**config.mk**
```make
export PLATFORM = sky130hd
export DESIGN_NAME = usb_dr_irq_status
export DESIGN_NICKNAME = d
export VERILOG_FILES = /design/src/rtl/usb_irq_pkg.sv /design/src/rtl/usb_mode_guard.sv /design/src/rtl/usb_otg_evreg.sv /design/src/rtl/usb_irq_flags.sv /design/src/rtl/usb_dr_irq_status.sv
export SDC_FILE = /design/constraint.sdc
export NUM_CORES = 1
export LEC_CHECK = 0
export CORE_MARGIN = 2
export CORE_UTILIZATION = 29
export DETAILED_ROUTE_END_ITERATION = 10
export MAX_ROUTING_LAYER = met4
export PLACE_DENSITY = 0.76
export SLEW_MARGIN = 0
export SYNTH_ARGS = -nofsm -noshare
export SYNTH_HDL_FRONTEND = slang
export SYNTH_SLANG_ARGS = --single-unit
```
**constraint.sdc**
```tcl
create_clock -name clk -period 1.55 [get_ports clk]
set_input_delay 0.2325 -clock clk [delete_from_list [all_inputs] [get_ports clk]]
set_output_delay 0.2325 -clock clk [all_outputs]
set_load 0.02 [all_outputs]
```
**src/rtl/usb_irq_pkg.sv**
```systemverilog
package usb_irq_pkg;
  localparam int STW = 32;
  localparam int B_MODE = 0;
  localparam int B_MMIS = 1;
  localparam int B_OTG  = 2;
  localparam int B_SOF  = 3;
  localparam int B_RXNE = 4;
  localparam int B_TXE  = 5;
  localparam int B_INAK = 6;
  localparam int B_ONAK = 7;
  localparam int USED_BITS = 8;
endpackage

```
**src/rtl/usb_mode_guard.sv**
```systemverilog
module usb_mode_guard #(
  parameter int AW = 10,
  parameter int HOST_LO = 'h100,
  parameter int HOST_HI = 'h1FF,
  parameter int DEV_LO = 'h200,
  parameter int DEV_HI = 'h2FF,
  parameter int STAT_ADDR = 'h005,
  parameter int OTG_ADDR = 'h001
) (
  input  logic          clk,
  input  logic          rst,
  input  logic          mode_host,
  input  logic          valid,
  input  logic          write,
  input  logic [AW-1:0] addr,
  output logic          mis_acc,
  output logic          local_stat,
  output logic          local_otg,
  output logic          fwd_wr
);
  localparam logic [AW-1:0] HL = AW'(HOST_LO);
  localparam logic [AW-1:0] HH = AW'(HOST_HI);
  localparam logic [AW-1:0] DL = AW'(DEV_LO);
  localparam logic [AW-1:0] DH = AW'(DEV_HI);
  localparam logic [AW-1:0] SA = AW'(STAT_ADDR);
  localparam logic [AW-1:0] OA = AW'(OTG_ADDR);

  logic in_host, in_dev;
  always_comb begin
    in_host    = (addr >= HL) && (addr <= HH);
    in_dev     = (addr >= DL) && (addr <= DH);
    local_stat = (addr == SA);
    local_otg  = (addr == OA);
    mis_acc    = valid && ((in_host && !mode_host) || (in_dev && mode_host));
    fwd_wr     = valid && write && !mis_acc && !local_stat && !local_otg;
  end

  a_r3_host_region_blocked: assert property (@(posedge clk) disable iff (rst)
    (valid && write && !mode_host && addr >= HL && addr <= HH) |-> !fwd_wr);
  a_r3_dev_region_blocked: assert property (@(posedge clk) disable iff (rst)
    (valid && write && mode_host && addr >= DL && addr <= DH) |-> !fwd_wr);
endmodule

```
**src/rtl/usb_otg_evreg.sv**
```systemverilog
module usb_otg_evreg #(
  parameter int OTG_W = 8
) (
  input  logic             clk,
  input  logic             rst,
  input  logic [OTG_W-1:0] evt,
  input  logic             wr,
  input  logic [OTG_W-1:0] wdata,
  output logic [OTG_W-1:0] q
);
  for (genvar i = 0; i < OTG_W; i++) begin : g_bit
    always_ff @(posedge clk) begin
      if (rst) q[i] <= 1'b0;
      else     q[i] <= evt[i] | (q[i] & ~(wr & wdata[i]));
    end
  end

  a_r4_evt_sets_any: assert property (@(posedge clk) disable iff (rst)
    (|evt) |=> (|q));
  a_r10_evt_beats_clear: assert property (@(posedge clk) disable iff (rst)
    (evt[0] && wr && wdata[0]) |=> q[0]);
endmodule

```
**src/rtl/usb_irq_flags.sv**
```systemverilog
module usb_irq_flags (
  input  logic clk,
  input  logic rst,
  input  logic sof_set,
  input  logic sof_clr,
  input  logic mmis_set,
  input  logic mmis_clr,
  input  logic in_set,
  input  logic in_clr,
  input  logic out_set,
  input  logic out_clr,
  output logic sof_q,
  output logic mmis_q,
  output logic in_nak_q,
  output logic out_nak_q
);
  always_ff @(posedge clk) begin
    if (rst) begin
      sof_q     <= 1'b0;
      mmis_q    <= 1'b0;
      in_nak_q  <= 1'b0;
      out_nak_q <= 1'b0;
    end else begin
      sof_q     <= sof_set  | (sof_q     & ~sof_clr);
      mmis_q    <= mmis_set | (mmis_q    & ~mmis_clr);
      in_nak_q  <= in_set   | (in_nak_q  & ~in_clr);
      out_nak_q <= out_set  | (out_nak_q & ~out_clr);
    end
  end

  a_r5_sof_sets: assert property (@(posedge clk) disable iff (rst)
    sof_set |=> sof_q);
  a_r2_mismatch_sets: assert property (@(posedge clk) disable iff (rst)
    mmis_set |=> mmis_q);
  a_r8_in_nak_clears: assert property (@(posedge clk) disable iff (rst)
    (in_clr && !in_set) |=> !in_nak_q);
  a_r8_out_nak_clears: assert property (@(posedge clk) disable iff (rst)
    (out_clr && !out_set) |=> !out_nak_q);
endmodule

```
**src/rtl/usb_dr_irq_status.sv**
```systemverilog
module usb_dr_irq_status #(
  parameter int AW = 10,
  parameter int OTG_W = 8,
  parameter int TXF_DEPTH = 256,
  parameter int NPQ_DEPTH = 8,
  parameter int STAT_ADDR = 'h005,
  parameter int OTG_ADDR = 'h001,
  parameter int HOST_LO = 'h100,
  parameter int HOST_HI = 'h1FF,
  parameter int DEV_LO = 'h200,
  parameter int DEV_HI = 'h2FF,
  localparam int TFW = $clog2(TXF_DEPTH + 1),
  localparam int NQW = $clog2(NPQ_DEPTH + 1)
) (
  input  logic             clk,
  input  logic             rst,
  input  logic             mode_host_i,
  input  logic             sof_evt_i,
  input  logic [OTG_W-1:0] otg_evt_i,
  input  logic             rx_nonempty_i,
  input  logic [TFW-1:0]   txf_free_i,
  input  logic             txf_half_i,
  input  logic [NQW-1:0]   npq_free_i,
  input  logic             in_nak_set_i,
  input  logic             in_nak_clr_i,
  input  logic             out_nak_set_i,
  input  logic             out_nak_clr_i,
  input  logic             bus_valid_i,
  input  logic             bus_write_i,
  input  logic [AW-1:0]    bus_addr_i,
  input  logic [31:0]      bus_wdata_i,
  input  logic [31:0]      core_rdata_i,
  output logic             fwd_wr_o,
  output logic [31:0]      bus_rdata_o,
  output logic [31:0]      irq_status_o
);
  import usb_irq_pkg::*;

  localparam logic [TFW-1:0] HALF_LVL = TFW'(TXF_DEPTH / 2);
  localparam logic [TFW-1:0] FULL_LVL = TFW'(TXF_DEPTH);

  logic mode_q, rx_q, txe_q;
  logic mis_acc, sel_stat, sel_otg;
  logic wr_stat, wr_otg, rd_acc;
  logic sof_q, mmis_q, in_nak_q, out_nak_q;
  logic [OTG_W-1:0] otg_q;
  logic lvl_ok;

  usb_mode_guard #(
    .AW(AW), .HOST_LO(HOST_LO), .HOST_HI(HOST_HI), .DEV_LO(DEV_LO),
    .DEV_HI(DEV_HI), .STAT_ADDR(STAT_ADDR), .OTG_ADDR(OTG_ADDR)
  ) u_guard (
    .clk(clk), .rst(rst), .mode_host(mode_q), .valid(bus_valid_i),
    .write(bus_write_i), .addr(bus_addr_i), .mis_acc(mis_acc),
    .local_stat(sel_stat), .local_otg(sel_otg), .fwd_wr(fwd_wr_o)
  );

  always_comb begin
    wr_stat = bus_valid_i && bus_write_i && sel_stat;
    wr_otg  = bus_valid_i && bus_write_i && sel_otg;
    rd_acc  = bus_valid_i && !bus_write_i;
    lvl_ok  = txf_half_i ? (txf_free_i >= HALF_LVL) : (txf_free_i == FULL_LVL);
  end

  usb_irq_flags u_flags (
    .clk(clk), .rst(rst),
    .sof_set(sof_evt_i),   .sof_clr(wr_stat && bus_wdata_i[B_SOF]),
    .mmis_set(mis_acc),    .mmis_clr(wr_stat && bus_wdata_i[B_MMIS]),
    .in_set(in_nak_set_i), .in_clr(in_nak_clr_i),
    .out_set(out_nak_set_i), .out_clr(out_nak_clr_i),
    .sof_q(sof_q), .mmis_q(mmis_q), .in_nak_q(in_nak_q), .out_nak_q(out_nak_q)
  );

  usb_otg_evreg #(.OTG_W(OTG_W)) u_otg (
    .clk(clk), .rst(rst), .evt(otg_evt_i), .wr(wr_otg),
    .wdata(bus_wdata_i[OTG_W-1:0]), .q(otg_q)
  );

  always_ff @(posedge clk) begin
    mode_q <= mode_host_i;
    if (rst) begin
      rx_q  <= 1'b0;
      txe_q <= 1'b0;
    end else begin
      rx_q  <= rx_nonempty_i;
      txe_q <= lvl_ok && (npq_free_i != '0);
    end
  end

  always_comb begin
    irq_status_o         = '0;
    irq_status_o[B_MODE] = mode_q;
    irq_status_o[B_MMIS] = mmis_q;
    irq_status_o[B_OTG]  = |otg_q;
    irq_status_o[B_SOF]  = sof_q;
    irq_status_o[B_RXNE] = rx_q;
    irq_status_o[B_TXE]  = mode_q && txe_q;
    irq_status_o[B_INAK] = !mode_q && in_nak_q;
    irq_status_o[B_ONAK] = !mode_q && out_nak_q;
  end

  always_ff @(posedge clk) begin
    if (rst)              bus_rdata_o <= '0;
    else if (!rd_acc)     bus_rdata_o <= '0;
    else if (sel_stat)    bus_rdata_o <= irq_status_o;
    else if (sel_otg)     bus_rdata_o <= 32'(otg_q);
    else if (mis_acc)     bus_rdata_o <= '0;
    else                  bus_rdata_o <= core_rdata_i;
  end

  a_r1_mode_follows: assert property (@(posedge clk) disable iff (rst)
    1'b1 |=> (irq_status_o[B_MODE] == $past(mode_host_i)));
  a_r8_nak_hidden_in_host: assert property (@(posedge clk) disable iff (rst)
    irq_status_o[B_MODE] |-> (irq_status_o[B_ONAK:B_INAK] == 2'b00));
  a_r7_txe_needs_host: assert property (@(posedge clk) disable iff (rst)
    irq_status_o[B_TXE] |-> irq_status_o[B_MODE]);
  a_r11_upper_zero: assert property (@(posedge clk) disable iff (rst)
    (bus_valid_i && !bus_write_i && sel_stat) |=> (bus_rdata_o[31:USED_BITS] == '0));
endmodule

```
==> flow_summary_export.csv <==
group,metric,value,unit
detailed_routing,avgViaCountPerCell,4.47,
pwr,power,2.76,mW
detailed_routing,drt-met1-wl,2.56,mm
finish,finish.utilization,54.7,%
finish,post-route-cell-area,0.00376,mm^2
die,fp.dieH,88.6,um
critical_path,crit_type,"register to primary output",
critical_path,cp.required,1.32,ns
synth,synthArstFlopShare,0,%
hold_path,hold_end,"mode_q$_DFF_P_",
critical_path,critPathMaxFanout,3,
detailed_routing,via_count,2025,
die,rows,30,
outcome,status,"finished, violations left",
placed_design,dpl.hpwl,4.91,mm
outcome,violations,"negative setup slack",
cts,cts_buffers,5,
cts,h-tree-depth,2,
synth,yosys.area.top_type,"dfxtp_1",
finish,final_common_cell,"clkdlybuf4s50_1",
placed_design,place_congestion,0.753,
die,dieArea,0.00785,mm^2
global_route,overflow,0,
critical_path,end_kind,"primary output",
sta,setup_viol,2,
critical_path,reg2regPathDepth,6,
synth,synth_top_area_share,45.4,%
synth,ys_ff_latch,47,
sta,hold_violations,0,
critical_path,worstReg2RegStart,"mode_q$_DFF_P_",
finish,area_growth,81.1,%
detailed_routing,wirelength,6.47,mm
synth,avgSynthCellArea,9.69,um^2
sta,tns,-0.0357,ns
sta,maxSlewViolCount,0,
finish,final_nets,463,
critical_path,cpPeakStageDelay,0.39,ns
detailed_routing,dr.max_layer_used,"met4",
critical_path,arrival,1.35,ns
sta,min_period,1.58,ns
critical_path,cp_slowest_cell,"or3b_4",
critical_path,cp_num_buf_inv,1,
placed_design,dpl_cell_area,0.00350,mm^2
synth,syn_area,0.00207,mm^2
synth,synth-seq-area-share,45.4,%
cts,clk_path_buf_depth,2,
synth,synthFlopType,"dfxtp_1",
critical_path,reg2reg_to,"bus_rdata_o[29]$_SDFF_PP0_",
die,io_pins,172,
sta,final.period_utilization,102,%
global_route,grt_pass1_vias,2032,
finish,final_cell_mix,"clkdlybuf4s50_1, dfxtp_1, conb_1",
synth,synth.distinct_cells,34,
cts,cts-root-buf,"clkbuf_8",
detailed_routing,drtPass1Iterations,4,
finish,regArea,943,um^2
detailed_routing,drtIter0Drc,49,
sta,clock.fmax,631,MHz
finish,drive_gt1_share,19.0,%
pwr,vdd_drop_max,0.334,mV
cts,clock-sinks,47,
job,drv_cap,0,
die,die_w,88.6,um
cts,clkTransAtPathRegs,0.09,ns
placed_design,place_ws,-0.714,ns
hold_path,hp-class,"input pin to register",
detailed_routing,routedWlPerCell,14.3,um
finish,multiInputGateArea,967,um^2
synth,synth_edf_count,0,
hold_path,min_from,"mode_host_i",
sta,hold_ws,0.366,ns
cts,clk_latency,0.29,ns
die,core,0.00687,mm^2
detailed_routing,ant_nets,0,
pwr,leakage,1.54,nW
sta,fin_ws,-0.0347,ns
global_route,grt_usage,16.4,%
pwr,p_per_area,735,mW/mm^2
finish,nFillCells,628,
detailed_routing,remaining_drc_errors,0,
finish,fin_cells,453,
synth,ys.warnings.count,0,
global_route,grt_max_degree,17,
cts,tritoncts,"built",
global_route,antenna_found_initial,0,
detailed_routing,wl_met3,669,um
hold_path,holdPathStages,1,
synth,syn_inst,214,
finish,antenna_cells,0,
global_route,grt_pass1_wl,9.49,mm
synth,synth.area.top_cells,"dfxtp_1, buf_4, nor3b_1",
sta,rsz0062_at_grt,"true",
critical_path,crit_family,"simple AND/OR/NAND/NOR gates",
sta,fin_skew,0.00776,ns
die,start_util,30.2,%
placed_design,place.port_buffers,123,
critical_path,cp-start-kind,"register",
critical_path,ff2ff_setup_slack,0,ns
critical_path,path_cells,"or3b_4 > nand4_1 > nor2_4 > buf_6",
placed_design,dp.cells,441,
detailed_routing,wl_met2,3.16,mm
==> state kept, by name (all words and copies together), names as in the netlist <==
signal / count
bus_rdata_o: 32
mode_q: 1
rx_q: 1
txe_q: 1
u_flags.in_nak_q: 1
u_flags.mmis_q: 1
u_flags.out_nak_q: 1
u_flags.sof_q: 1
u_otg.q: 8
==> cells by family (layout without fill, tap and decap cells) <==
kind of cell	count (synthesis)	count (layout)	share of synthesized area [%]
muxes	12	12	6.03
other	1	24	0.181
buffers and inverters	53	173	15.4
and+or+nand+nor	81	81	26.0
AOI/OAI and AO/OA	20	20	7.00
DFF	47	47	45.4
==> timing repair <==
| item | 4_1_cts | 5_1_grt |
|---|---|---|
| gates resized for setup | 42 | 14 |
| buffers inserted | 2 | 0 |
| pin swaps | 5 | 2 |
| hold buffers | 0 | 0 |
| endpoints found under the setup margin | 48 | 23 |
| gates cloned | 3 | 0 |
==> worst reg2reg max path, cell delays in order (launching register included) <==
cell and delay [ns]:
dfxtp_2 0.35, buf_4 0.15, nand3b_1 0.13, buf_4 0.20, nand3_2 0.12, bufbuf_16 0.31, nor3b_2 0.21
==> metal layers <==
layer	track usage [%]	vias up
met2	29.3	125
li1	-	986
met3	5.32	6
met5	-	-
met1	17.1	908
met4	4.96	0
==> synth_stat cells (3+ instances only) <==
cell type	n
a21oi_1	5
mux2i_1	8
nor4_1	7
mux2_2	4
nand2_1	5
nor2_1	14
o21ai_0	3
buf_4	30
nor3b_1	24
a311oi_1	7
nand4_1	10
inv_1	11
clkbuf_1	10
dfxtp_1	47
nor2b_1	6
==> report_power, final <==
group / internal (mW) / switching, mW / leakage, nW
logic: 0.343 / 0.239 / 1.09
registers: 1.25 / 0.0232 / 0.385
clock network: 0.481 / 0.421 / 0.0581
total: 2.08 / 0.683 / 1.54
==> worst max path at each step <==
stage	startpoint	endpoint	depth (start not counted)
floorplan	bus_addr_i[3]	fwd_wr_o	5
global route	mode_q$_DFF_P_	fwd_wr_o	5
CTS	bus_addr_i[8]	fwd_wr_o	6
detailed placement	bus_addr_i[9]	fwd_wr_o	6
finish	mode_q$_DFF_P_	fwd_wr_o	4
global placement	bus_addr_i[9]	fwd_wr_o	5
==> cell type report <==
type | count | area share, %
flip-flops and latches | 47 | 25.1
multi-input cells | 137 | 25.7
clock inverters | 3 | 1.17
inverters | 11 | 1.10
clock buffers | 5 | 1.83
well taps | 96 | 3.20
repair buffers | 154 | 41.8
Power figures use the tool's default switching activity.
